--- src/rtl/spi_frame_pkg.sv ---
package spi_frame_pkg;

    localparam int FRAME_BITS = 8;
    localparam int BR_W       = 3;

    typedef struct packed {
        logic            master;
        logic            cpol;
        logic            lsb_first;
        logic            rx_only;
        logic [BR_W-1:0] br;
    } cfg_t;

    // A clock transition that leaves the rest level opens a bit period.
    function automatic logic is_lead(logic now, logic prev, logic rest);
        return (now != prev) && (now != rest);
    endfunction

    // A clock transition that returns to the rest level closes it.
    function automatic logic is_trail(logic now, logic prev, logic rest);
        return (now != prev) && (now == rest);
    endfunction

endpackage

--- src/rtl/spi_baud_gen.sv ---
module spi_baud_gen #(
    parameter int BRW = 3
) (
    input  logic           clk,
    input  logic           rst,
    input  logic           run,
    input  logic [BRW-1:0] br,
    output logic           tick
);
    localparam int CW = (1 << BRW) - 1;

    logic [CW:0]   span;
    logic [CW-1:0] limit;
    logic [CW-1:0] cnt;

    always_comb begin
        span  = {{CW{1'b0}}, 1'b1} << br;
        limit = CW'(span - 1'b1);
    end

    assign tick = run && (cnt == limit);

    always_ff @(posedge clk) begin
        if (rst || !run || tick) cnt <= '0;
        else                     cnt <= cnt + 1'b1;
    end

    AST_HALF_CNT_RANGE: assert property (@(posedge clk) disable iff (rst)
        run |-> (cnt <= limit));

endmodule

--- src/rtl/spi_sync2.sv ---
module spi_sync2 #(
    parameter int           W    = 1,
    parameter logic [W-1:0] INIT = '0
) (
    input  logic         clk,
    input  logic         rst,
    input  logic [W-1:0] d,
    output logic [W-1:0] q
);
    genvar g;
    for (g = 0; g < W; g++) begin : g_bit
        logic s1, s2;
        always_ff @(posedge clk) begin
            if (rst) begin
                s1 <= INIT[g];
                s2 <= INIT[g];
            end else begin
                s1 <= d[g];
                s2 <= s1;
            end
        end
        assign q[g] = s2;
    end

endmodule

--- src/rtl/spi_shift_core.sv ---
module spi_shift_core #(
    parameter int N = 8
) (
    input  logic         clk,
    input  logic         rst,
    input  logic         load,
    input  logic [N-1:0] load_data,
    input  logic         lead,
    input  logic         trail,
    input  logic         sin,
    input  logic         lsb_first,
    input  logic         abort,
    output logic         sout,
    output logic         frame_end,
    output logic [N-1:0] rx_data,
    output logic         done
);
    localparam int            CW   = $clog2(N);
    localparam logic [CW-1:0] LAST = CW'(N - 1);

    logic [N-1:0]  sh;
    logic [N-1:0]  sh_next;
    logic          samp;
    logic [CW-1:0] bit_cnt;

    assign sh_next   = lsb_first ? {samp, sh[N-1:1]} : {sh[N-2:0], samp};
    assign sout      = lsb_first ? sh[0] : sh[N-1];
    assign frame_end = trail && !abort && (bit_cnt == LAST);

    always_ff @(posedge clk) begin
        if (rst) begin
            sh      <= '0;
            samp    <= 1'b0;
            bit_cnt <= '0;
            rx_data <= '0;
            done    <= 1'b0;
        end else begin
            done <= frame_end;
            if (load)                 sh <= load_data;
            else if (trail && !abort) sh <= sh_next;
            if (lead && !abort) samp <= sin;
            if (abort)          bit_cnt <= '0;
            else if (trail)     bit_cnt <= frame_end ? '0 : bit_cnt + 1'b1;
            if (frame_end) rx_data <= sh_next;
        end
    end

    AST_ABORT_ZERO: assert property (@(posedge clk) disable iff (rst)
        abort |=> (bit_cnt == '0));

    AST_DONE_ONE_CYCLE: assert property (@(posedge clk) disable iff (rst)
        done |=> !done);

endmodule

--- src/rtl/spi_frame_engine.sv ---
module spi_frame_engine
    import spi_frame_pkg::*;
#(
    parameter int N   = FRAME_BITS,
    parameter int BRW = BR_W
) (
    input  logic           clk,
    input  logic           rst,
    input  logic           en_i,
    input  logic           master_i,
    input  logic           cpol_i,
    input  logic           lsb_first_i,
    input  logic [BRW-1:0] br_i,
    input  logic           rx_only_i,
    input  logic           ssm_i,
    input  logic           ssi_i,
    input  logic [N-1:0]   tx_data_i,
    input  logic           tx_load_i,
    input  logic           sck_i,
    output logic           sck_o,
    output logic           sck_oe_o,
    input  logic           mosi_i,
    output logic           mosi_o,
    output logic           mosi_oe_o,
    input  logic           miso_i,
    output logic           miso_o,
    output logic           miso_oe_o,
    input  logic           nss_i,
    output logic [N-1:0]   rx_data_o,
    output logic           done_o,
    output logic           busy_o
);
    cfg_t         cfg_now;
    cfg_t         cfg_l;
    logic         busy_q;
    logic         sck_lvl;
    logic         sck_prev;
    logic [2:0]   sync_q;
    logic         nss_s, sck_s, mosi_s;
    logic         nss_eff, slave_sel, abort;
    logic         s_lead, s_trail, m_lead, m_trail, m_start;
    logic         tick, lead, trail, sin, sout, frame_end, core_done;
    logic [N-1:0] tx_hold, tx_next, rx_q;

    always_comb begin
        cfg_now.master    = master_i;
        cfg_now.cpol      = cpol_i;
        cfg_now.lsb_first = lsb_first_i;
        cfg_now.rx_only   = rx_only_i;
        cfg_now.br        = br_i;
    end

    spi_sync2 #(.W(3), .INIT(3'b100)) u_sync (
        .clk (clk),
        .rst (rst),
        .d   ({nss_i, sck_i, mosi_i}),
        .q   (sync_q)
    );
    assign {nss_s, sck_s, mosi_s} = sync_q;

    // Select, abort and edge events
    assign nss_eff   = ssm_i ? ssi_i : nss_s;
    assign slave_sel = !cfg_l.master && !nss_eff && (en_i || busy_q);
    assign abort     = !cfg_l.master && nss_eff;
    assign s_lead    = slave_sel && is_lead(sck_s, sck_prev, cfg_l.cpol);
    assign s_trail   = slave_sel && busy_q && is_trail(sck_s, sck_prev, cfg_l.cpol);
    assign m_start   = tx_load_i && !busy_q && en_i && master_i;
    assign m_lead    = tick && (sck_lvl == cfg_l.cpol);
    assign m_trail   = tick && (sck_lvl != cfg_l.cpol);
    assign lead      = cfg_l.master ? m_lead  : s_lead;
    assign trail     = cfg_l.master ? m_trail : s_trail;
    assign sin       = cfg_l.master ? miso_i  : mosi_s;
    assign tx_next   = tx_load_i ? tx_data_i : tx_hold;

    spi_baud_gen #(.BRW(BRW)) u_baud (
        .clk  (clk),
        .rst  (rst),
        .run  (busy_q && cfg_l.master),
        .br   (cfg_l.br),
        .tick (tick)
    );

    spi_shift_core #(.N(N)) u_core (
        .clk       (clk),
        .rst       (rst),
        .load      (!busy_q),
        .load_data (tx_next),
        .lead      (lead),
        .trail     (trail),
        .sin       (sin),
        .lsb_first (cfg_l.lsb_first),
        .abort     (abort),
        .sout      (sout),
        .frame_end (frame_end),
        .rx_data   (rx_q),
        .done      (core_done)
    );

    always_ff @(posedge clk) begin
        if (rst) begin
            cfg_l    <= '0;
            busy_q   <= 1'b0;
            sck_lvl  <= 1'b0;
            sck_prev <= 1'b0;
            tx_hold  <= '0;
        end else begin
            sck_prev <= sck_s;
            if (!busy_q) begin
                cfg_l   <= cfg_now;
                sck_lvl <= cpol_i;
                if (tx_load_i) tx_hold <= tx_data_i;
            end else if (tick) begin
                sck_lvl <= !sck_lvl;
            end
            if (frame_end)    busy_q <= 1'b0;
            else if (m_start) busy_q <= 1'b1;
            else if (abort)   busy_q <= 1'b0;
            else if (s_lead)  busy_q <= 1'b1;
        end
    end

    // Pads
    assign sck_o     = sck_lvl;
    assign sck_oe_o  = cfg_l.master && (en_i || busy_q);
    assign mosi_o    = sout;
    assign mosi_oe_o = cfg_l.master && (en_i || busy_q) && !cfg_l.rx_only;
    assign miso_o    = sout;
    assign miso_oe_o = slave_sel && !cfg_l.rx_only;
    assign rx_data_o = rx_q;
    assign done_o    = core_done;
    assign busy_o    = busy_q;

    AST_DONE_ENDS_BUSY: assert property (@(posedge clk) disable iff (rst)
        done_o |-> (!busy_q && $past(busy_q)));

    AST_RXONLY_QUIET: assert property (@(posedge clk) disable iff (rst)
        (busy_q && cfg_l.rx_only) |-> (!mosi_oe_o && !miso_oe_o));

    AST_CFG_FROZEN: assert property (@(posedge clk) disable iff (rst)
        (busy_q && $past(busy_q)) |-> $stable(cfg_l));

    AST_DESELECT_IDLE: assert property (@(posedge clk) disable iff (rst)
        (abort && !m_start) |=> !busy_q);

endmodule

--- config.mk ---
export PLATFORM = sky130hd
export DESIGN_NAME = spi_frame_engine
export DESIGN_NICKNAME = d
export VERILOG_FILES = /design/src/rtl/spi_frame_pkg.sv /design/src/rtl/spi_baud_gen.sv /design/src/rtl/spi_sync2.sv /design/src/rtl/spi_shift_core.sv /design/src/rtl/spi_frame_engine.sv
export SDC_FILE = /design/constraint.sdc
export NUM_CORES = 1
export LEC_CHECK = 0
export ABC_AREA = 1
export BUFFER_PORTS_ARGS = -buffer_cell sky130_fd_sc_hd__buf_2
export CAP_MARGIN = 20
export CORE_UTILIZATION = 33
export DETAILED_ROUTE_END_ITERATION = 8
export HOLD_SLACK_MARGIN = 0.08
export PLACE_DENSITY = 0.6
export SYNTH_ARGS = -nofsm -noshare
export SYNTH_HDL_FRONTEND = slang
export SYNTH_HIERARCHICAL = 1
export SYNTH_SLANG_ARGS = --single-unit
--- constraint.sdc ---
create_clock -name clk -period 2.8 [get_ports clk]
set_input_delay 0.42 -clock clk [delete_from_list [all_inputs] [get_ports clk]]
set_output_delay 0.42 -clock clk [all_outputs]
set_load 0.02 [all_outputs]
; Yosys cells after proc, flatten, opt, wreduce, memory -nomap -nowiden
; Cells that the tools add are included.
[totals]
input_bits = 25
reg_bits = 52
out_inout_bits = 16
word_cells = 83
[classes]
n_addsub = 3
muxes = 15
n_reduce_logical = 34
shift = 1
eq_ne = 9
[ops]
columns = cell, count
row1 = $mux 8, 4
row2 = $logic_and 1x1->1, 21
row3 = $mux 1, 10
row4 = $add 7x1->7 const B, 1
row5 = $eq 7x7->1, 1
row6 = $logic_not 1->1, 7
row7 = $shl 1x3->7 const A, 1
row8 = $sub 7x1->7 const B, 1
row9 = $ne 2x1->1 const B, 2
row10 = $reduce_or 2->1, 2
row11 = $add 3x1->3 const B, 1
row12 = $eq 3x3->1 const B, 1
row13 = $logic_or 1x1->1, 3
row14 = $mux 3, 1
row15 = $ne 1x1->1, 3
row16 = $reduce_bool 3->1, 1
row17 = $eq 1x1->1, 2

; Longest topological paths before layout
; Gate-level depths: netlist of the first run.
[logic_depth]
word_depth = 10
mapped_depth = 19
depth_no_buf = 16

; By module
; The synthesis of the first run kept the hierarchy.
[by_module_without_submodules]
columns = mod, area_each_um2, seq_area_each_um2, cells_each, instances
row1 = spi_shift_core, 1148.6, 420.4, 160, 1
row2 = spi_frame_engine, 910.9, 360.3, 139, 1
row3 = spi_baud_gen, 449.2, 140.1, 73, 1
row4 = spi_sync2, 191.4, 120.1, 22, 1

; Least setup slack after synthesis of the first run
; No wires, ideal clock.
[synth_timing]
path_kind = flip-flop to flip-flop
startpoint = register busy_q, in the netlist busy_o
endpoint = register u_core.rx_data[2]
stages_incl_launch_ff = 18
synth_period_minus_slack_ns = 2.224
path_buffers = 4
t_arrival_ns = 2.104
setup_slack_ns = 0.576
cell_sequence = dfxtp_1 > buf_4 > buf_2 > nand2_1 > inv_1 > nand2_1 > nor2_1 > nand2_1 > nor2_2 > nand3_2 > inv_1 > nand2_1 > o22ai_1 > buf_6 > nand3_4 > buf_12 > nand2_2 > a21oi_2
[synth_between]
word_cells_on_any_way = 10
classes_between = mux (1) / reduce/logical (9)
[synth_rtl]
columns = element, line
row1 = "start, declared", spi_frame_engine.sv:35  ; logic busy_q;
row2 = "start signal, assigned", spi_frame_engine.sv:102  ; busy_q <= 1'b0;
row3 = "start signal, assigned", spi_frame_engine.sv:115  ; if (frame_end) busy_q <= 1'b0;
row4 = "start signal, assigned", spi_frame_engine.sv:116  ; else if (m_start) busy_q <= 1'b1;
row5 = $logic_and 1x1->1, spi_frame_engine.sv:78  ; .run (busy_q && cfg_l.master),
row6 = $logic_and 1x1->1, spi_baud_gen.sv:21  ; assign tick = run && (cnt == limit);
row7 = net tick, spi_frame_engine.sv:42  ; logic tick, lead, trail, sin, sout, frame_end, core_done;
row8 = $logic_and 1x1->1, spi_frame_engine.sv:69  ; assign m_trail = tick && (sck_lvl != cfg_l.cpol);
row9 = $mux 1, spi_frame_engine.sv:71  ; assign trail = cfg_l.master ? m_trail : s_trail;
row10 = net trail, spi_frame_engine.sv:42
row11 = $logic_and 1x1->1 (2 in series), spi_shift_core.sv:28  ; assign frame_end = trail && !abort && (bit_cnt == LAST);
row12 = "end signal, assigned", spi_shift_core.sv:44  ; if (frame_end) rx_data <= sh_next;
row13 = "end, declared", spi_shift_core.sv:15  ; output logic [N-1:0] rx_data,
; The timed path passes the listed nets, and every way through them passes these cells.
; A chain may end at the register's enable or synchronous reset.

; Worst setup path in the final report of the first run
[layout_timing]
startpoint = register cfg_l[2] (netlist name)
endpoint = register u_core.sh[5]
[layout_between]
elab_chain_cells = 8
[layout_lines]
columns = element, line
row1 = "start, declared", spi_frame_engine.sv:34  ; cfg_t cfg_l;
row2 = "start signal, assigned", spi_frame_engine.sv:109  ; cfg_l <= cfg_now;
row3 = $shl 1x3->7, spi_baud_gen.sv:17  ; span = {{CW{1'b0}}, 1'b1} << br;
row4 = $sub 7x1->7, spi_baud_gen.sv:18  ; limit = CW'(span - 1'b1);
row5 = $eq 7x7->1, spi_baud_gen.sv:21
row6 = $logic_and 1x1->1, spi_baud_gen.sv:21
row7 = net tick, spi_frame_engine.sv:42
row8 = $logic_and 1x1->1, spi_frame_engine.sv:69
row9 = $mux 1, spi_frame_engine.sv:71
row10 = net trail, spi_frame_engine.sv:42
row11 = $logic_and 1x1->1, spi_shift_core.sv:40  ; else if (trail && !abort) sh <= sh_next;
row12 = $ne 2x1->1 (no source line), -
row13 = "end signal, assigned", spi_shift_core.sv:39  ; if (load) sh <= load_data;
row14 = "end signal, assigned", spi_shift_core.sv:40
row15 = "end, declared", spi_shift_core.sv:21  ; logic [N-1:0] sh;
; The timed path passes the listed nets, and every way through them passes these cells.

==> run_results.csv, run 1 <==
group,metric,value,unit
outcome,status,"completed",
grt,grt_use_total,13.9,%
synth,syn_area,2700,µm²
setup_path,cp_max_fo,9,
route,wl_per_cell,10.6,µm
route,post-route-drc-count,0,
setup_path,crit_required,3.06,ns
grt,use_met1,18.5,%
setup_path,r2r_end,"u_core/sh[5]",
pwr,p_leak,1.43,nW
pwr,p_sw_share,27.5,%
route,wirelength,5610,µm
pwr,seq_power_share,57.0,%
timing,setup_tns,0,ns
floorplan,start_util,34.6,%
grt,grt_busiest_layer,"met2",
timing,fin_crit,2.24,ns
grt,grt_pass1_vias,2144,
setup_path,worst-setup-path-type,"reg -> reg",
clocking,tritoncts.num_buffers,5,
worst_hold_path,min_to,"u_sync/g_bit[2].s1",
route,drtPass1Iterations,4,
clocking,clockBufferDepth,2,
synth,synth_seq_area_share,38.6,%
route,first_iter_violations,115,
synth,ys_ff_latch,52,
pwr,p_int,1.00,mW
synth,yosysWarningCount,6,
clocking,cts_hold_buf,0,
route,detail-route-antenna-nets,0,
timing,finClkSkew,0.00580,ns
setup_path,r2r_start,"cfg_l[2]",
clocking,clock_sinks,52,
synth,syn_area_per_cell,6.85,µm²
grt,grt_pass1_wl,9490,µm
pwr,powerDensity,462,nW/µm²
floorplan,die-area,8550,µm²
grt,met3_usage,2.96,%
floorplan,die_w,92.5,µm
synth,synthTopCellsByArea,"dfxtp_1, nand2_1, nor2_1, inv_1, nand3_1",
worst_hold_path,hold_depth,3,
synth,yosysTopAreaCellShare,38.6,%
pwr,peakVddDrop,202,µV
placed_design,place_congestion,0.793,
grt,overflow,0,
floorplan,core,7810,µm²
clocking,clock_latency,0.30,ns
timing,rsz0062_at_grt,"no",
grt,met2_usage,22.0,%
pwr,power.total,1.39,mW
setup_path,crit_path_end_kind,"flop",
setup_path,cp.arrival,2.49,ns
floorplan,fp.dieH,92.5,µm
timing,clock.fmax,447,MHz
placed_design,io_buffers,40,
pwr,p_comb_share,13.5,%
clocking,htree_levels,2,
layout,diodes,0,
clocking,root_buffer,"clkbuf_8",
pwr,pwr-share-clk,29.4,%
layout,nets,456,
synth,yosys.area.top_type,"dfxtp_1",
layout,final_common_cell,"nand2_1",
layout,syn2layout_area_growth,11.0,%
setup_path,r2r_cells,15,
synth,syn_inst,394,
layout,utilization,38.4,%
layout,mostFrequentLayoutCells,"nand2_1, nor2_1, inv_1",
worst_hold_path,min_from,"nss_i",
route,via_per_inst,4.42,
clocking,ctsResizeCount,0,
floorplan,io_pins,41,
worst_hold_path,hp-class,"in -> reg",
timing,setup_violations,0,
timing,worst_slack,0.565,ns
timing,hold_ws,0.292,ns
layout,drive_gt1_share,19.9,%
timing,slew_headroom,50.6,%
placed_design,pre_cts_ws,0.610,ns
floorplan,rows,32,
setup_path,cp-start-kind,"flop",
synth,synth_cell_types,32,
timing,min_period_over_period,79.8,%
clocking,clkTransAtPathRegs,0.09,ns
grt,antenna_found_initial,0,
flow_run,max_cap_violations,0,
grt,grt_start_max_net_pins,27,
setup_path,ff2ff_setup_slack,0.56,ns
placed_design,dp_hpwl,4240,µm
synth,synthesis.nets,422,
pwr,switching_power,381,µW
timing,hold_viol_final,0,
clocking,cts_tree,"built",
clocking,cts_setup_buffers,0,
layout,fillCellCount,848,
route,vias,2340,
timing,drv_slew,0,
timing,worst_pin_slew,0.740,ns
[logic make-up (layout without fill, tap and decap cells)]
logic type	Yosys count	in the layout	share of synthesized area [%]
xor gates and xnor gates	6	6	1.95
buffers and inverters	76	110	13.6
and+or+nand+nor	205	205	33.4
adders and majority gates	3	3	1.39
DFF	52	52	38.6
AOI/OAI and AO/OA	52	52	11.1
[layout make-up]
cell class | instances | area, µm² | share of cell area (%)
clock inverter | 1 | 5.00 | 0.167
inverter | 60 | 238 | 7.93
clock buffer | 6 | 72.6 | 2.42
multi-input combinational | 266 | 1290 | 43.1
tap | 102 | 128 | 4.26
timing repair buffer | 43 | 223 | 7.43
sequential | 52 | 1040 | 34.7
[worst max-delay path, stage by stage (launching register included)]
cell	delay [ns]
dfxtp_1	0.45
nand2_1	0.12
o21ai_1	0.13
nand2_1	0.07
nor2_1	0.12
nand3_2	0.13
inv_1	0.12
nand2_1	0.06
o22ai_1	0.29
buf_4	0.23
nand2_4	0.10
nor2_2	0.12
nand2_1	0.07
nand3_1	0.07
nand2_1	0.06
inv_1	0.05
[state kept, by name, summed over array words and instances (netlist names)]
name,cells
u_baud/cnt,7
u_core/done,1
busy_o,1
u_core/samp,1
u_sync/g_bit.s1,3
tx_hold,8
sck_prev,1
u_core/rx_data,8
u_sync/g_bit.s2,3
u_core/sh,8
cfg_l,7
u_core/bit_cnt,3
sck_o,1
[Yosys cell counts (all sizes together)]
master,n
a21oi,26
buf,14
clkbuf,2
clkinv,1
dfxtp,52
ha,3
inv,59
nand2,113
nand3,27
nand3b,1
nand4,2
nor2,57
nor3,4
o21ai,25
o22ai,1
or2,1
xnor2,3
xor2,3
[power by group through the flow]
stage               clock network (mW)  registers (mW)  logic [mW]
global placement                     0           0.808       0.183
finish                           0.408           0.790       0.188
floorplan                            0           0.803       0.143
detailed placement                   0           0.808       0.188
global route                     0.456           0.795       0.216
CTS                              0.428           0.790       0.188
[worst max-delay path by stage]
stage                             end  slack, ns  cells past startpoint     start
floorplan           u_core/rx_data[2]       0.58                     17    busy_o
global placement         u_core/sh[3]       0.67                     16  cfg_l[2]
detailed placement       u_core/sh[5]       0.61                     17  cfg_l[6]
CTS                      u_core/sh[5]       0.59                     17  cfg_l[6]
global route             u_core/sh[5]       0.33                     17  cfg_l[6]
finish                   u_core/sh[5]       0.56                     15  cfg_l[2]
[per-layer routing]
layer | part of all wire (%) | wire [µm]
met1 | 51 | 2860
met2 | 43 | 2420
met3 | 4.2 | 233
met4 | 1.7 | 93
met5 | 0 | 0
[per-stage QoR]
step,cell area [µm²],instances
5_1_grt,3000,530
4_1_cts,3000,530
3_3_place_gp,2920,523
6_report,3000,530
3_5_place_dp,2920,523
2_1_floorplan,2700,394
(Power assumes the default switching activity.)
==> run 2, diff against run 1 <==
--- a/config.mk
+++ b/config.mk
@@ -5,13 +5,13 @@
 export SDC_FILE = /design/constraint.sdc
 export NUM_CORES = 1
 export LEC_CHECK = 0
-export ABC_AREA = 1
+export ABC_AREA = 0
 export BUFFER_PORTS_ARGS = -buffer_cell sky130_fd_sc_hd__buf_2
 export CAP_MARGIN = 20
 export CORE_UTILIZATION = 33
 export DETAILED_ROUTE_END_ITERATION = 8
 export HOLD_SLACK_MARGIN = 0.08
-export PLACE_DENSITY = 0.6
+export PLACE_DENSITY = 0.62
 export SYNTH_ARGS = -nofsm -noshare
 export SYNTH_HDL_FRONTEND = slang
 export SYNTH_HIERARCHICAL = 1
==> constraint.sdc (replaced) <==
create_clock -name clk -period 1.9 [get_ports clk]
set_input_delay 0.285 -clock clk [delete_from_list [all_inputs] [get_ports clk]]
set_output_delay 0.285 -clock clk [all_outputs]
set_load 0.02 [all_outputs]
==> run_results.csv, run 2 <==
group,metric,value,unit
synth,yosysTopAreaCellShare,39.9,%
pwr,powerDensity,643,nW/µm²
floorplan,start_util,33.9,%
route,detail-route-antenna-nets,0,
timing,rsz0062_at_grt,"yes",
floorplan,die-area,8260,µm²
synth,ys.flop_type,"dfxtp_1",
clocking,clockBufferDepth,2,
placed_design,placed_area,3080,µm²
synth,yosysWarningCount,6,
floorplan,fp.dieH,90.9,µm
timing,slew_headroom,63.0,%
placed_design,dp_hpwl,4110,µm
pwr,peakVddDrop,308,µV
floorplan,core,7690,µm²
clocking,cts_tree,"built",
grt,grt_use_total,15.0,%
floorplan,rows,32,
synth,ys_ff_latch,52,
synth,synthArstFlopShare,0,%
timing,hold_ws,0.149,ns
synth,syn_inst,272,
synth,synth_seq_area_share,39.9,%
synth,synthTopCellsByArea,"dfxtp_1, mux2i_1, nand2_1, mux2_2, a211oi_2",
clocking,cts_hold_buf,0,
layout,reg.largest.list,"tx_hold (8), u_core/rx_data (8), u_core/sh (8)",
grt,grt_busiest_layer,"met2",
setup_path,crit_required,2.13,ns
grt,antenna_found_initial,0,
flow_run,max_cap_violations,0,
synth,synthTopCellsByCount,"dfxtp_1, nand2_1, nor2_1",
timing,finClkSkew,0.00918,ns
grt,grt_start_max_net_pins,25,
route,vias,2105,
clocking,clkTransAtPathRegs,0.09,ns
timing,clock.fmax,436,MHz
synth,synth.most_common_cell,"dfxtp_1",
clocking,clock_sinks,52,
timing,hold_viol_final,0,
grt,met2_usage,23.9,%
layout,diodes,0,
timing,min_period_over_period,121,%
setup_path,cp.arrival,2.52,ns
setup_path,crit_path_end_kind,"flop",
timing,worst_slack,-0.395,ns
layout,design_area,3330,µm²
outcome,violations,"setup timing",
route,first_iter_violations,114,
synth,yosys.area.top_type,"dfxtp_1",
layout,drive_gt1_share,39.8,%
timing,fin_crit,2.29,ns
floorplan,io_pins,41,
route,drtPass1Iterations,4,
timing,setup_violations,22,
placed_design,io_buffers,40,
route,wl_per_cell,13.4,µm
pwr,p_leak,1.34,nW
clocking,htree_levels,2,
synth,syn_area_per_cell,9.59,µm²
synth,synth_edf_count,0,
synth,synth_cell_types,52,
grt,overflow,0,
route,via_per_inst,4.77,
placed_design,place_congestion,0.810,
timing,drv_slew,0,
clocking,tritoncts.num_buffers,5,
grt,use_met1,20.7,%
layout,syn2layout_area_growth,27.8,%
setup_path,cp-start-kind,"flop",
timing,worst_pin_slew,0.553,ns
placed_design,pre_cts_ws,-0.531,ns
route,post-route-drc-count,0,
floorplan,die_w,90.9,µm
clocking,clock_latency,0.31,ns
route,wirelength,5900,µm
outcome,status,"complete, but fails checks",
layout,nets,366,
grt,grt_pass1_wl,10000,µm
clocking,root_buffer,"clkbuf_8",
setup_path,worst-setup-path-type,"reg -> reg",
grt,grt_pass1_vias,2037,
worst_hold_path,hp-class,"in -> reg",
synth,syn_area,2610,µm²
setup_path,cp_max_fo,7,
synth,synthesis.nets,300,
layout,final_common_cell,"dfxtp_1",
grt,met3_usage,2.86,%
layout,mostFrequentLayoutCells,"dfxtp_1, buf_2, buf_4",
pwr,power.total,2.14,mW
-- run 2: cell count changes after synthesis, moves of 8 or more --
cell	delta
nand2_1	-73
inv_1	-50
nor2_1	-32
nand3_1	-18
o21ai_0	-17
mux2i_1	+16
a21oi_2	-9
a31oi_1	+9
mux2_2	+9
nand3b_1	+9
a211oi_1	+8
nand2_2	-8
nor2b_1	+8
-- run 2: worst max-delay path: stages, from the launching register on --
cell and delay (ns):
dfxtp_4 0.37, or3b_4 0.40, a21oi_4 0.18, nor4_4 0.07, and2_4 0.18, a31oi_2 0.21, a2bb2oi_2 0.10, and3b_2 0.24
clkbuf_16 0.17, buf_4 0.13, a211oi_2 0.17
-- run 2: cell type report --
type / count / area, µm²
tap: 102 / 128
sequential: 52 / 1060
clock inverter: 2 / 15.0
fill: 781 / 4360
clock buffer: 6 / 72.6
inverter: 3 / 11.3
timing repair buffer: 79 / 534
multi-input combinational: 197 / 1510
-- run 2: power breakdown --
group | internal, mW | leakage (nW) | total [mW] | switching, mW
clock network | 0.264 | 0.0457 | 0.638 | 0.374
logic | 0.159 | 0.870 | 0.330 | 0.171
registers | 1.13 | 0.429 | 1.17 | 0.0408
total | 1.56 | 1.34 | 2.14 | 0.586
-- run 2: metrics by stage --
stage	util (%)	std cells	setup TNS [ns]
final	43.3	441	-7.68
after global routing	43.3	441	-10.05
after CTS	43.0	439	-7.56
after detailed placement	40.0	424	-9.05
after global placement	40.0	424	-7.49
after floorplan	-	272	-11.13
-- run 2: path summary, 6_finish.rpt --
kind | start | endpoint | slack (ns) | depth (start not counted)
max | cfg_l[0] | busy_o | -0.39 | 10
min | nss_i | u_sync/g_bit[2].s1 | 0.15 | 2
max reg2reg | cfg_l[0] | busy_o | -0.39 | 10
min reg2reg | u_sync/g_bit[2].s1 | u_sync/g_bit[2].s2 | 0.41 | 1
-- run 2: layer usage --
layer	up-vias	wire length, µm	share of wire [%]
li1	1081	-	-
met1	980	3010	51
met2	39	2620	44
met3	5	208	3.5
met4	0	61	1.0
met5	-	0	0
-- run 2: cells by family after synthesis --
family / Yosys count / share of synthesized area [%]
buf+inv: 23 / 6.24
compound gates: 52 / 15.2
xor+xnor: 9 / 3.31
fa+ha+maj: 3 / 1.44
mux: 29 / 12.2
flops: 52 / 39.9
simple gates: 104 / 21.7
-- run 2: what timing repair did --
| action | CTS | global route |
|---|---|---|
| pin swaps | 21 | 8 |
| setup buffers | 6 | 2 |
| endpoints found under the setup margin | 22 | 22 |
| resized for setup | 20 | 5 |
| cloned | 1 | 0 |
==> run 3, diff against run 2 <==
--- a/config.mk
+++ b/config.mk
@@ -14,5 +14,4 @@
 export PLACE_DENSITY = 0.62
 export SYNTH_ARGS = -nofsm -noshare
 export SYNTH_HDL_FRONTEND = slang
-export SYNTH_HIERARCHICAL = 1
 export SYNTH_SLANG_ARGS = --single-unit
==> run_results.csv, run 3 <==
group,metric,value,unit
outcome,status,"complete, but fails checks",
outcome,violations,"setup timing",
timing,finClkSkew,0.0156,ns
pwr,peakVddDrop,442,µV
pwr,p_leak,1.22,nW
floorplan,io_pins,41,
setup_path,crit_required,2.13,ns
floorplan,core,7290,µm²
timing,fin_crit,1.94,ns
floorplan,fp.dieH,89.0,µm
timing,slew_headroom,68.9,%
synth,ys.flop_type,"dfxtp_1",
setup_path,cp.arrival,2.18,ns
route,post-route-drc-count,0,
pwr,powerDensity,687,nW/µm²
synth,synth.most_common_cell,"dfxtp_1",
grt,grt_start_max_net_pins,33,
grt,grt_pass1_wl,8870,µm
floorplan,die_w,89.0,µm
clocking,clkTransAtPathRegs,0.10,ns
timing,rsz0062_at_grt,"yes",
synth,synthTopCellsByCount,"dfxtp_1, nor2_1, mux2i_1",
synth,syn_inst,272,
timing,hold_viol_final,0,
layout,utilization,42.2,%
setup_path,crit_path_end_kind,"flop",
timing,setup_violations,8,
clocking,clock_latency,0.30,ns
timing,worst_pin_slew,0.467,ns
synth,yosysWarningCount,0,
synth,yosysTopAreaCellShare,41.7,%
layout,design_area,3080,µm²
synth,synthArstFlopShare,0,%
placed_design,io_buffers,40,
synth,synth_edf_count,0,
layout,drive_gt1_share,31.1,%
route,wirelength,5570,µm
setup_path,cp_max_fo,8,
grt,overflow,0,
placed_design,dp_hpwl,4000,µm
route,detail-route-antenna-nets,0,
clocking,root_buffer,"clkbuf_8",
clocking,htree_levels,2,
route,via_per_inst,4.90,
clocking,clock_sinks,52,
layout,final_common_cell,"dfxtp_1",
route,drtPass1Iterations,4,
worst_hold_path,hp-class,"in -> reg",
synth,synth_cell_types,46,
route,wl_per_cell,13.2,µm
grt,grt_pass1_vias,1894,
clocking,clockBufferDepth,2,
synth,synthTopCellsByArea,"dfxtp_1, mux2i_1, a211oi_1, nor2_1, nor2b_1",
synth,syn_area_per_cell,9.18,µm²
flow_run,max_cap_violations,0,
placed_design,place_congestion,0.788,
synth,synth_seq_area_share,41.7,%
synth,synthesis.nets,300,
timing,worst_slack,-0.0435,ns
clocking,cts_tree,"built",
timing,min_period_over_period,102,%
layout,diodes,0,
synth,yosys.area.top_type,"dfxtp_1",
layout,nets,349,
timing,drv_slew,0,
floorplan,rows,31,
clocking,cts_hold_buf,0,
route,vias,2063,
layout,reg.largest.list,"tx_hold (8), u_core.rx_data (8), u_core.sh (8)",
route,first_iter_violations,85,
floorplan,start_util,34.2,%
placed_design,placed_area,2870,µm²
grt,grt_use_total,14.5,%
layout,mostFrequentLayoutCells,"dfxtp_1, buf_2, nor2_1",
layout,syn2layout_area_growth,23.3,%
synth,syn_area,2500,µm²
synth,ys_ff_latch,52,
setup_path,cp-start-kind,"flop",
timing,clock.fmax,515,MHz
grt,antenna_found_initial,0,
clocking,tritoncts.num_buffers,5,
setup_path,worst-setup-path-type,"reg -> reg",
floorplan,die-area,7920,µm²
[run 3: cell families after synthesis]
group / Yosys count / share of synthesized area (%)
AOI/OAI and AO/OA: 55 / 17.4
xor gates and xnor gates: 11 / 3.86
adders and majority gates: 3 / 1.50
buffers and inverters: 22 / 4.36
DFF: 52 / 41.7
muxes: 27 / 10.9
and+or+nand+nor: 102 / 20.2
[run 3: per-layer routing]
metal	share of wire, %	track usage (%)	wire length [µm]
met1	50	20.4	2810
met4	0.84	3.75	47
met5	0	0	0
met2	44	22.9	2460
met3	4.6	2.68	255
[run 3: final timing paths]
kind / slack [ns] / endpoint / cells after the start / start
setup reg to reg: -0.04 / u_core.sh[7] / 7 / cfg_l[0]
setup / recovery: -0.04 / u_core.sh[7] / 7 / cfg_l[0]
hold / removal: 0.17 / u_sync.g_bit[2].s1 / 2 / nss_i
hold reg to reg: 0.43 / u_sync.g_bit[2].s2 / 1 / u_sync.g_bit[2].s1
[run 3: what timing repair did]
| action | 4_1_cts | 5_1_grt |
|---|---|---|
| gates cloned | 0 | 0 |
| setup buffers | 0 | 4 |
| pin swaps | 0 | 11 |
| endpoints found under the setup margin | 15 | 29 |
| resized for setup | 4 | 19 |
[run 3: report_power, final]
group          switching (mW)  internal (mW)
Combinational           0.165          0.146
Clock                   0.381          0.262
Sequential             0.0300           1.13
[run 3: cell type report]
class / instances / area [µm²]
multi-input cells: 198 / 1410
repair buffers: 61 / 393
clock buffers: 5 / 68.8
well taps: 99 / 124
fillers: 752 / 4210
clock inverters: 3 / 21.3
inverters: 3 / 11.3
flip-flops and latches: 52 / 1050
[run 3: per-stage QoR]
stage | power, mW | cells | worst slack (ns) | hold slack, ns | setup TNS, ns
2_1_floorplan | 1.38 | 272 | 0.0523 | 0.389 | 0
3_3_place_gp | 1.47 | 409 | -0.0353 | 0.397 | -0.239
3_5_place_dp | 1.47 | 409 | -0.0574 | 0.412 | -0.414
4_1_cts | 2.13 | 417 | 0.0259 | 0.160 | 0
5_1_grt | 2.21 | 421 | -0.115 | 0.160 | -0.893
6_report | 2.12 | 421 | -0.0435 | 0.169 | -0.182
[run 3: worst max-delay path, cell delays in order, from the launching register on]
cell	delay, ns
dfxtp_4	0.37
xor2_1	0.16
o22a_2	0.28
a2111oi_4	0.45
a21oi_4	0.12
buf_12	0.15
a211o_1	0.23
a21oi_2	0.12
